==> src/rtl/usb_rstclk_ctrl.sv <==
module usb_rstclk_ctrl #(
  parameter int CTL_W     = 8,
  parameter int CLKOE_BIT = 1,
  parameter int SPD_LSB   = 3
) (
  input  logic             clk,
  input  logic             rst_pin_n,
  input  logic             suspend_req,
  input  logic             bus_activity,
  input  logic             wake_a,
  input  logic             wake_a_en,
  input  logic             wake_b,
  input  logic             wake_b_en,
  input  logic             reg_wr,
  input  logic [CTL_W-1:0] reg_wdata,
  output logic             cpu_rst,
  output logic             clkout_en,
  output logic [1:0]       cpu_speed,
  output logic             nak_all
);
  localparam logic [1:0] SPD_12M      = 2'b00;
  localparam logic [1:0] SPD_RESERVED = 2'b11;
  localparam int         WSYNC        = 3;

  // reset: asynchronous assert, two-flop release
  logic [1:0] rst_sync;
  always_ff @(posedge clk or negedge rst_pin_n)
    if (!rst_pin_n) rst_sync <= 2'b11;
    else            rst_sync <= {rst_sync[0], 1'b0};

  assign cpu_rst = rst_sync[1];
  assign nak_all = rst_sync[1];

  // wakeup pins: two synchronizing flops plus one for edge detection
  logic [WSYNC-1:0] wa_s = '0;
  logic [WSYNC-1:0] wb_s = '0;
  always_ff @(posedge clk) begin
    wa_s <= {wa_s[WSYNC-2:0], wake_a};
    wb_s <= {wb_s[WSYNC-2:0], wake_b};
  end

  logic wake_evt;
  assign wake_evt = (wa_s[WSYNC-2] & ~wa_s[WSYNC-1] & wake_a_en) |
                    (wb_s[WSYNC-2] & ~wb_s[WSYNC-1] & wake_b_en);

  // suspend state, kept across reset
  logic susp_q = 1'b0;
  logic susp_d;
  assign susp_d = (wake_evt | bus_activity) ? 1'b0 :
                  suspend_req               ? 1'b1 : susp_q;
  always_ff @(posedge clk) susp_q <= susp_d;

  // control register
  logic       clkoe_q;
  logic [1:0] spd_q;
  logic       wr_ok;
  logic       clkoe_nx;
  logic [1:0] spd_wr;
  assign wr_ok    = reg_wr & ~cpu_rst;
  assign spd_wr   = reg_wdata[SPD_LSB +: 2];
  assign clkoe_nx = wr_ok ? reg_wdata[CLKOE_BIT] : clkoe_q;

  always_ff @(posedge clk or negedge rst_pin_n)
    if (!rst_pin_n) begin
      clkoe_q <= 1'b1;
      spd_q   <= SPD_12M;
    end else if (cpu_rst) begin
      clkoe_q <= 1'b1;
      spd_q   <= SPD_12M;
    end else if (reg_wr) begin
      clkoe_q <= reg_wdata[CLKOE_BIT];
      if (spd_wr != SPD_RESERVED) spd_q <= spd_wr;
    end

  assign cpu_speed = spd_q;

  // glitch-free registered clock-output enable
  logic clkout_q = 1'b1;
  always_ff @(posedge clk) clkout_q <= cpu_rst | (~susp_d & clkoe_nx);
  assign clkout_en = clkout_q;
endmodule


==> config.mk <==
export PLATFORM = sky130hd
export DESIGN_NAME = usb_rstclk_ctrl
export DESIGN_NICKNAME = d
export VERILOG_FILES = /design/src/rtl/usb_rstclk_ctrl.sv
export SDC_FILE = /design/constraint.sdc
export NUM_CORES = 1
export LEC_CHECK = 0
export BUFFER_PORTS_ARGS = -buffer_cell sky130_fd_sc_hd__buf_2
export CAP_MARGIN = 20
export CORE_AREA = 5 5 42 44
export DETAILED_ROUTE_END_ITERATION = 10
export DIE_AREA = 0 0 47 49
export PLACE_DENSITY_LB_ADDON = 0.05
export SETUP_SLACK_MARGIN = 0.15
export SLEW_MARGIN = 25
export SYNTH_ARGS = -nofsm -noshare
export SYNTH_HDL_FRONTEND = slang
export SYNTH_SLANG_ARGS = --single-unit
export TNS_END_PERCENT = 20
==> constraint.sdc <==
create_clock -name clk -period 0.95 [get_ports clk]
set_input_delay 0.0475 -clock clk [delete_from_list [all_inputs] [get_ports clk]]
set_output_delay 0.0475 -clock clk [all_outputs]
set_load 0.03 [all_outputs]
==> flow_metrics.env, run 1 <==
export IMPL_wl_per_cell_um=9.90
export IMPL_pin_count=22
export IMPL_synth_fp_nets=45
export IMPL_p_total_w=0.00104
export IMPL_violations="hold timing, setup timing"
export IMPL_status="finished, violations left"
export IMPL_synth_top_cell_area_share_pct=40.4
export IMPL_die_h_um=49
export IMPL_peakVddDrop_v=0.000736
export IMPL_fmax_mhz=980
export IMPL_mostFrequentLayoutCells="buf_2, dfxtp_1, buf_6"
export IMPL_port_buffers=16
export IMPL_hpwlAfterDp_um=521
export IMPL_rsz0062_at_grt="yes"
export IMPL_seq_area_frac_synth_pct=72.9
export IMPL_avgSynthCellArea_um2=14.2
export IMPL_grt_pass1_vias=271
export IMPL_powerDensity_nw_per_um2=1780
export IMPL_hold_path_class="in2reg"
export IMPL_yosys_warnings=0
export IMPL_final_layout_size_suffix_gt1_share_pct=47.1
export IMPL_drtAntennaViolNets=0
export IMPL_fin_crit_ps=1020
export IMPL_drv_cap=0
export IMPL_nNetsFinal=69
export IMPL_clock_root_buffer="clkbuf_4"
export IMPL_yosys_register_bits=13
export IMPL_cts_htree_levels=1
export IMPL_critPathTopFamily="flip-flops"
export IMPL_first_pass_iters=1
export IMPL_hold_depth=2
export IMPL_cts_hold_buf=3
export IMPL_dp_cells=59
export IMPL_synth_distinct_cells=13
export IMPL_finalHoldViolCount=1
export IMPL_coreArea_um2=1400
export IMPL_cts_clk_slew_worst_paths_ps=70
export IMPL_synthTopCellsByArea="dfxtp_1, dfstp_2, dfrtp_1, nor4_4, and3b_1"
export IMPL_clockBufferDepth=2
export IMPL_grt_max_degree=8
export IMPL_layout_setup_ws_ps=-70.7
export IMPL_cpMaxStageDelayCell="dfstp_2"
export IMPL_antenna_cells=0
export IMPL_wl_met2_um=357
export IMPL_leakage_nw=0.274
export IMPL_max_stage_delay_ps=570
export IMPL_final_util_pct=41.4
export IMPL_netlist_area_um2=397
export IMPL_wirelength_um=663
export IMPL_cp_num_buf_inv=1
export IMPL_drc=0
export IMPL_antenna_found_initial=0
export IMPL_die_w_um=47
export IMPL_arrival_ps=970
export IMPL_gr_total_overflow=0
export IMPL_dieArea_um2=2300
export IMPL_grt_pass1_wl_mm=1.08
export IMPL_synth_largest_area_cell="dfxtp_1"
export IMPL_grt_use_total_pct=6.68
export IMPL_topRoutingLayerUsed="met4"
export IMPL_cts_inserted_buffers=3
export IMPL_critical_path_class="reg2out"
export IMPL_crit_fanout=4
export IMPL_required_ps=900
export IMPL_hold_ws_ps=-24.7
export IMPL_layout_commonest_cell="buf_2"
export IMPL_rr_worst_depth=3
export IMPL_fin_skew_ps=0.360
export IMPL_initial_core_util_pct=28.3
export IMPL_syn_inst=28
export IMPL_path_cells="buf_6"
export IMPL_rows=14
export IMPL_finalWeightedCongestion=0.595
export IMPL_wl_met1_um=237
export IMPL_tritoncts="yes"
export IMPL_fin_cells=67
export IMPL_vias=270
export IMPL_drv_slew=0
export IMPL_worstSetupEndpointType="output port"
export IMPL_wl_met3_um=61
export IMPL_clk_latency_ps=260
export IMPL_cts_sinks=13
export IMPL_routed_via_density=4.03
export IMPL_setup_viol=3
export IMPL_cp_start_kind="flop"
export IMPL_syn2layout_area_growth_pct=46.4
export IMPL_finalCritPeriodShare_pct=107
export IMPL_drt_iter0_drc=0
export IMPL_path_depth=1
==> repair_timing <==
item                       CTS  global route
hold endpoints to repair     8             1
pin swaps                    0             0
gates resized for setup      9             0
setup endpoints to repair    7             6
cloned                       0             0
setup buffers                0             1
==> path summary, 6_finish.rpt <==
kind | startpoint | endpoint | slack [ps]
setup / recovery | rst_sync[1]$_DFF_PN1_ | nak_all | -70
hold / removal | bus_activity | susp_q$_DFF_P_ | -20
setup reg to reg | wa_s[2]$_DFF_P_ | clkout_en$_DFF_P_ | 0
hold reg to reg | wb_s[0]$_DFF_P_ | wb_s[1]$_DFF_P_ | 330
max in group asynchronous | rst_pin_n | clkoe_q$_DFFE_PN1P_ | 620
min in group asynchronous | rst_pin_n | cpu_speed[1]$_DFFE_PN0P_ | 120
==> Yosys cell counts <==
cell type	instances
buf_4	1
o21bai_1	1
dfstp_2	3
and3b_1	2
nor3_1	2
dfrtp_1	2
nor2b_1	2
nor4_4	1
nor2_1	3
dfxtp_1	8
conb_1	1
nand2b_1	1
mux2i_1	1
==> through the flow <==
step | setup slack [ps] | setup TNS (ps) | instance area, µm²
6_report | -70.7 | -142 | 581
5_1_grt | -106 | -266 | 581
4_1_cts | -106 | -233 | 573
3_5_place_dp | -3.84 | -3.84 | 489
3_3_place_gp | 10.8 | 0 | 489
2_1_floorplan | 48.3 | 0 | 397
==> per-layer routing <==
layer / vias up / GRT usage [%]
li1: 136 / -
met1: 125 / 7.47
met2: 7 / 9.50
met3: 2 / 2.58
met4: 0 / 5.53
met5: - / 0
==> state kept, by name, summed over array words and instances, names as in the netlist <==
signal / cells
susp_q: 1
clkoe_q: 1
clkout_en: 1
wb_s: 3
wa_s: 3
rst_sync: 2
cpu_speed: 2
==> layout make-up <==
type                            instances  area [µm²]
Clock buffer                            4        26.3
Fill cell                             144         821
Multi-Input combinational cell         14         100
Sequential cell                        13         289
Timing Repair Buffer                   20         145
Tap cell                               16        20.0
==> logic make-up after synthesis <==
kind of cell	synth area share (%)
simple gates	19.9
flops	72.9
compound gates	1.89
other cells	0.945
mux	2.52
buf+inv	1.89
==> power breakdown <==
group          switching, W  leakage (nW)  internal (W)  total (W)
registers         0.0000123         0.126      0.000585   0.000598
logic             0.0000597         0.134     0.0000653   0.000125
clock network      0.000151        0.0150      0.000162   0.000313
total              0.000223         0.274      0.000813    0.00104
Power figures use the tool's default switching activity.
==> inputs of run 2 (changes only) <==
SKIP_LAST_GASP = 1   (was unset)
==> run 2 against run 1 <==
The run still ends with hold timing, setup timing left. Fmax stayed put. Clock power barely moved. Power down 0.89%. Wire length decreased by 2.3%. Sequential cell count unchanged. Global-route usage down 0.21 points. Die area stayed put. Count of clock-buffer cells in the layout is the same. Worst setup slack is essentially flat. Core utilization is 1.1 points lower. Critical path type unchanged. Largest power group unchanged.
==> flow_metrics.env, run 2 (synthesis gave the netlist of run 1 again) <==
export IMPL_status="finished, violations left"
export IMPL_violations="hold timing, setup timing"
export IMPL_top_usage_layer="met2"
export IMPL_clk_latency_ps=260
export IMPL_rsz0062_at_grt="yes"
export IMPL_critical_path_class="reg2out"
export IMPL_drv_cap=0
export IMPL_wirelength_um=648
export IMPL_vias=270
export IMPL_grt_use_total_pct=6.47
export IMPL_cpMaxStageDelayCell="dfstp_2"
export IMPL_grt_use_met2_pct=9.28
export IMPL_cts_sinks=13
export IMPL_layout_commonest_cell="buf_2"
export IMPL_initial_core_util_pct=28.3
export IMPL_max_stage_delay_ps=570
export IMPL_cts_htree_levels=1
export IMPL_grt_pass1_wl_mm=1.05
export IMPL_hold_path_class="in2reg"
export IMPL_dieArea_um2=2300
export IMPL_tritoncts="yes"
export IMPL_wl_per_cell_um=9.67
export IMPL_rows=14
export IMPL_p_clk_share_pct=30.5
export IMPL_worstReg2RegStart="wa_s[2]$_DFF_P_"
export IMPL_met3_usage_pct=2.58
export IMPL_antenna_found_initial=0
export IMPL_drt_iter0_drc=1
export IMPL_finalWeightedCongestion=0.595
export IMPL_hpwlAfterDp_um=521
export IMPL_combPwrFrac_pct=11.4
export IMPL_cp_num_buf_inv=1
export IMPL_die_w_um=47
export IMPL_nNetsFinal=69
export IMPL_placed_cell_area_um2=489
export IMPL_routed_via_density=4.03
export IMPL_rr_worst_depth=3
export IMPL_r2r_setup_slack_ps=0
export IMPL_cts_clk_slew_worst_paths_ps=70
export IMPL_path_cells="buf_6"
export IMPL_peakVddDrop_v=0.000737
export IMPL_final_layout_size_suffix_gt1_share_pct=47.1
export IMPL_final_util_pct=40.4
export IMPL_leakage_nw=0.271
export IMPL_required_ps=900
export IMPL_min_to="susp_q$_DFF_P_"
export IMPL_grt_pass1_vias=267
export IMPL_antenna_cells=0
export IMPL_final_area_um2=566
export IMPL_use_met1_pct=7.01
export IMPL_drv_slew=0
export IMPL_hp_start="bus_activity"
export IMPL_mostFrequentLayoutCells="buf_2, dfxtp_1"
export IMPL_p_sw_share_pct=21.5
export IMPL_gr_total_overflow=0
export IMPL_first_pass_iters=2
export IMPL_layout_setup_ws_ps=-70.7
export IMPL_clock_root_buffer="clkbuf_4"
export IMPL_clockBufferDepth=2
export IMPL_powerDensity_nw_per_um2=1810
export IMPL_p_switching_w=0.000221
export IMPL_fin_crit_ps=1020
export IMPL_finalHoldViolCount=1
export IMPL_coreArea_um2=1400
export IMPL_drc=0
export IMPL_finalCritPeriodShare_pct=107
export IMPL_critPathTopFamily="flip-flops"
export IMPL_reg2reg_to="clkout_en$_DFF_P_"
export IMPL_die_h_um=49
export IMPL_fmax_mhz=980
export IMPL_hold_ws_ps=-24.8
export IMPL_crit_fanout=4
export IMPL_worstSetupEndpointType="output port"
export IMPL_cts_inserted_buffers=3
export IMPL_pre_cts_ws_ps=-3.84
export IMPL_port_buffers=16
export IMPL_arrival_ps=970
export IMPL_p_int_w=0.000805
export IMPL_hold_depth=2
export IMPL_setup_tns_ps=-142
export IMPL_cp_start_kind="flop"
export IMPL_syn2layout_area_growth_pct=42.6
export IMPL_power_frac_seq_pct=58.1
export IMPL_cts_hold_buf=3
export IMPL_fin_skew_ps=0.429
export IMPL_drtAntennaViolNets=0
export IMPL_top_regs="wa_s (3), wb_s (3)"
export IMPL_setup_viol=3
export IMPL_grt_max_degree=8
export IMPL_pin_count=22
## run 2: changes by cell type in the layout (fill, tap and decap cells not counted)
cell and change:
buf_2 +3, buf_6 -2, buf_4 -1
## run 2: worst max path at each step
| stage | from | end | cells after the start |
|---|---|---|---|
| after floorplan | wa_s[2]$_DFF_P_ | clkout_en$_DFF_P_ | 3 |
| after global placement | wa_s[2]$_DFF_P_ | clkout_en$_DFF_P_ | 3 |
| after detailed placement | wa_s[2]$_DFF_P_ | clkout_en$_DFF_P_ | 3 |
| after CTS | rst_sync[1]$_DFF_PN1_ | cpu_rst | 1 |
| after global routing | rst_sync[1]$_DFF_PN1_ | nak_all | 1 |
| final | rst_sync[1]$_DFF_PN1_ | nak_all | 1 |
## run 2: layer usage
| layer | vias up | part of all wire, % |
|---|---|---|
| li1 | 136 | - |
| met1 | 125 | 35 |
| met5 | - | 0 |
| met2 | 7 | 54 |
| met3 | 2 | 9.4 |
| met4 | 0 | 0.93 |
## run 2: area by class of cell
type	instances	area, µm²
fill	144	836
tap	16	20.0
sequential	13	289
multi-input combinational	14	100
timing repair buffer	20	130
clock buffer	4	26.3
## run 2: power groups by stage
| stage | Clock [W] | Combinational (W) | Sequential [W] |
|---|---|---|---|
| 3_5_place_dp | 0 | 0.000101 | 0.000608 |
| 2_1_floorplan | 0 | 0.0000382 | 0.000627 |
| 4_1_cts | 0.000342 | 0.000115 | 0.000597 |
| 6_report | 0.000313 | 0.000117 | 0.000596 |
| 3_3_place_gp | 0 | 0.0000984 | 0.000606 |
| 5_1_grt | 0.000356 | 0.000128 | 0.000600 |
## run 2: repair_timing
action                                  in CTS  in global routing
setup buffers                                0                  1
pin swaps                                    0                  0
gates resized for setup                      4                  0
hold endpoints to repair                     8                  1
cloned                                       0                  0
endpoints found under the setup margin       7                  7
## run 2: metrics by stage
stage	cells	total power, W
floorplan	28	0.000666
global placement	59	0.000705
detailed placement	59	0.000708
CTS	66	0.00105
global route	67	0.00108
finish	67	0.00103
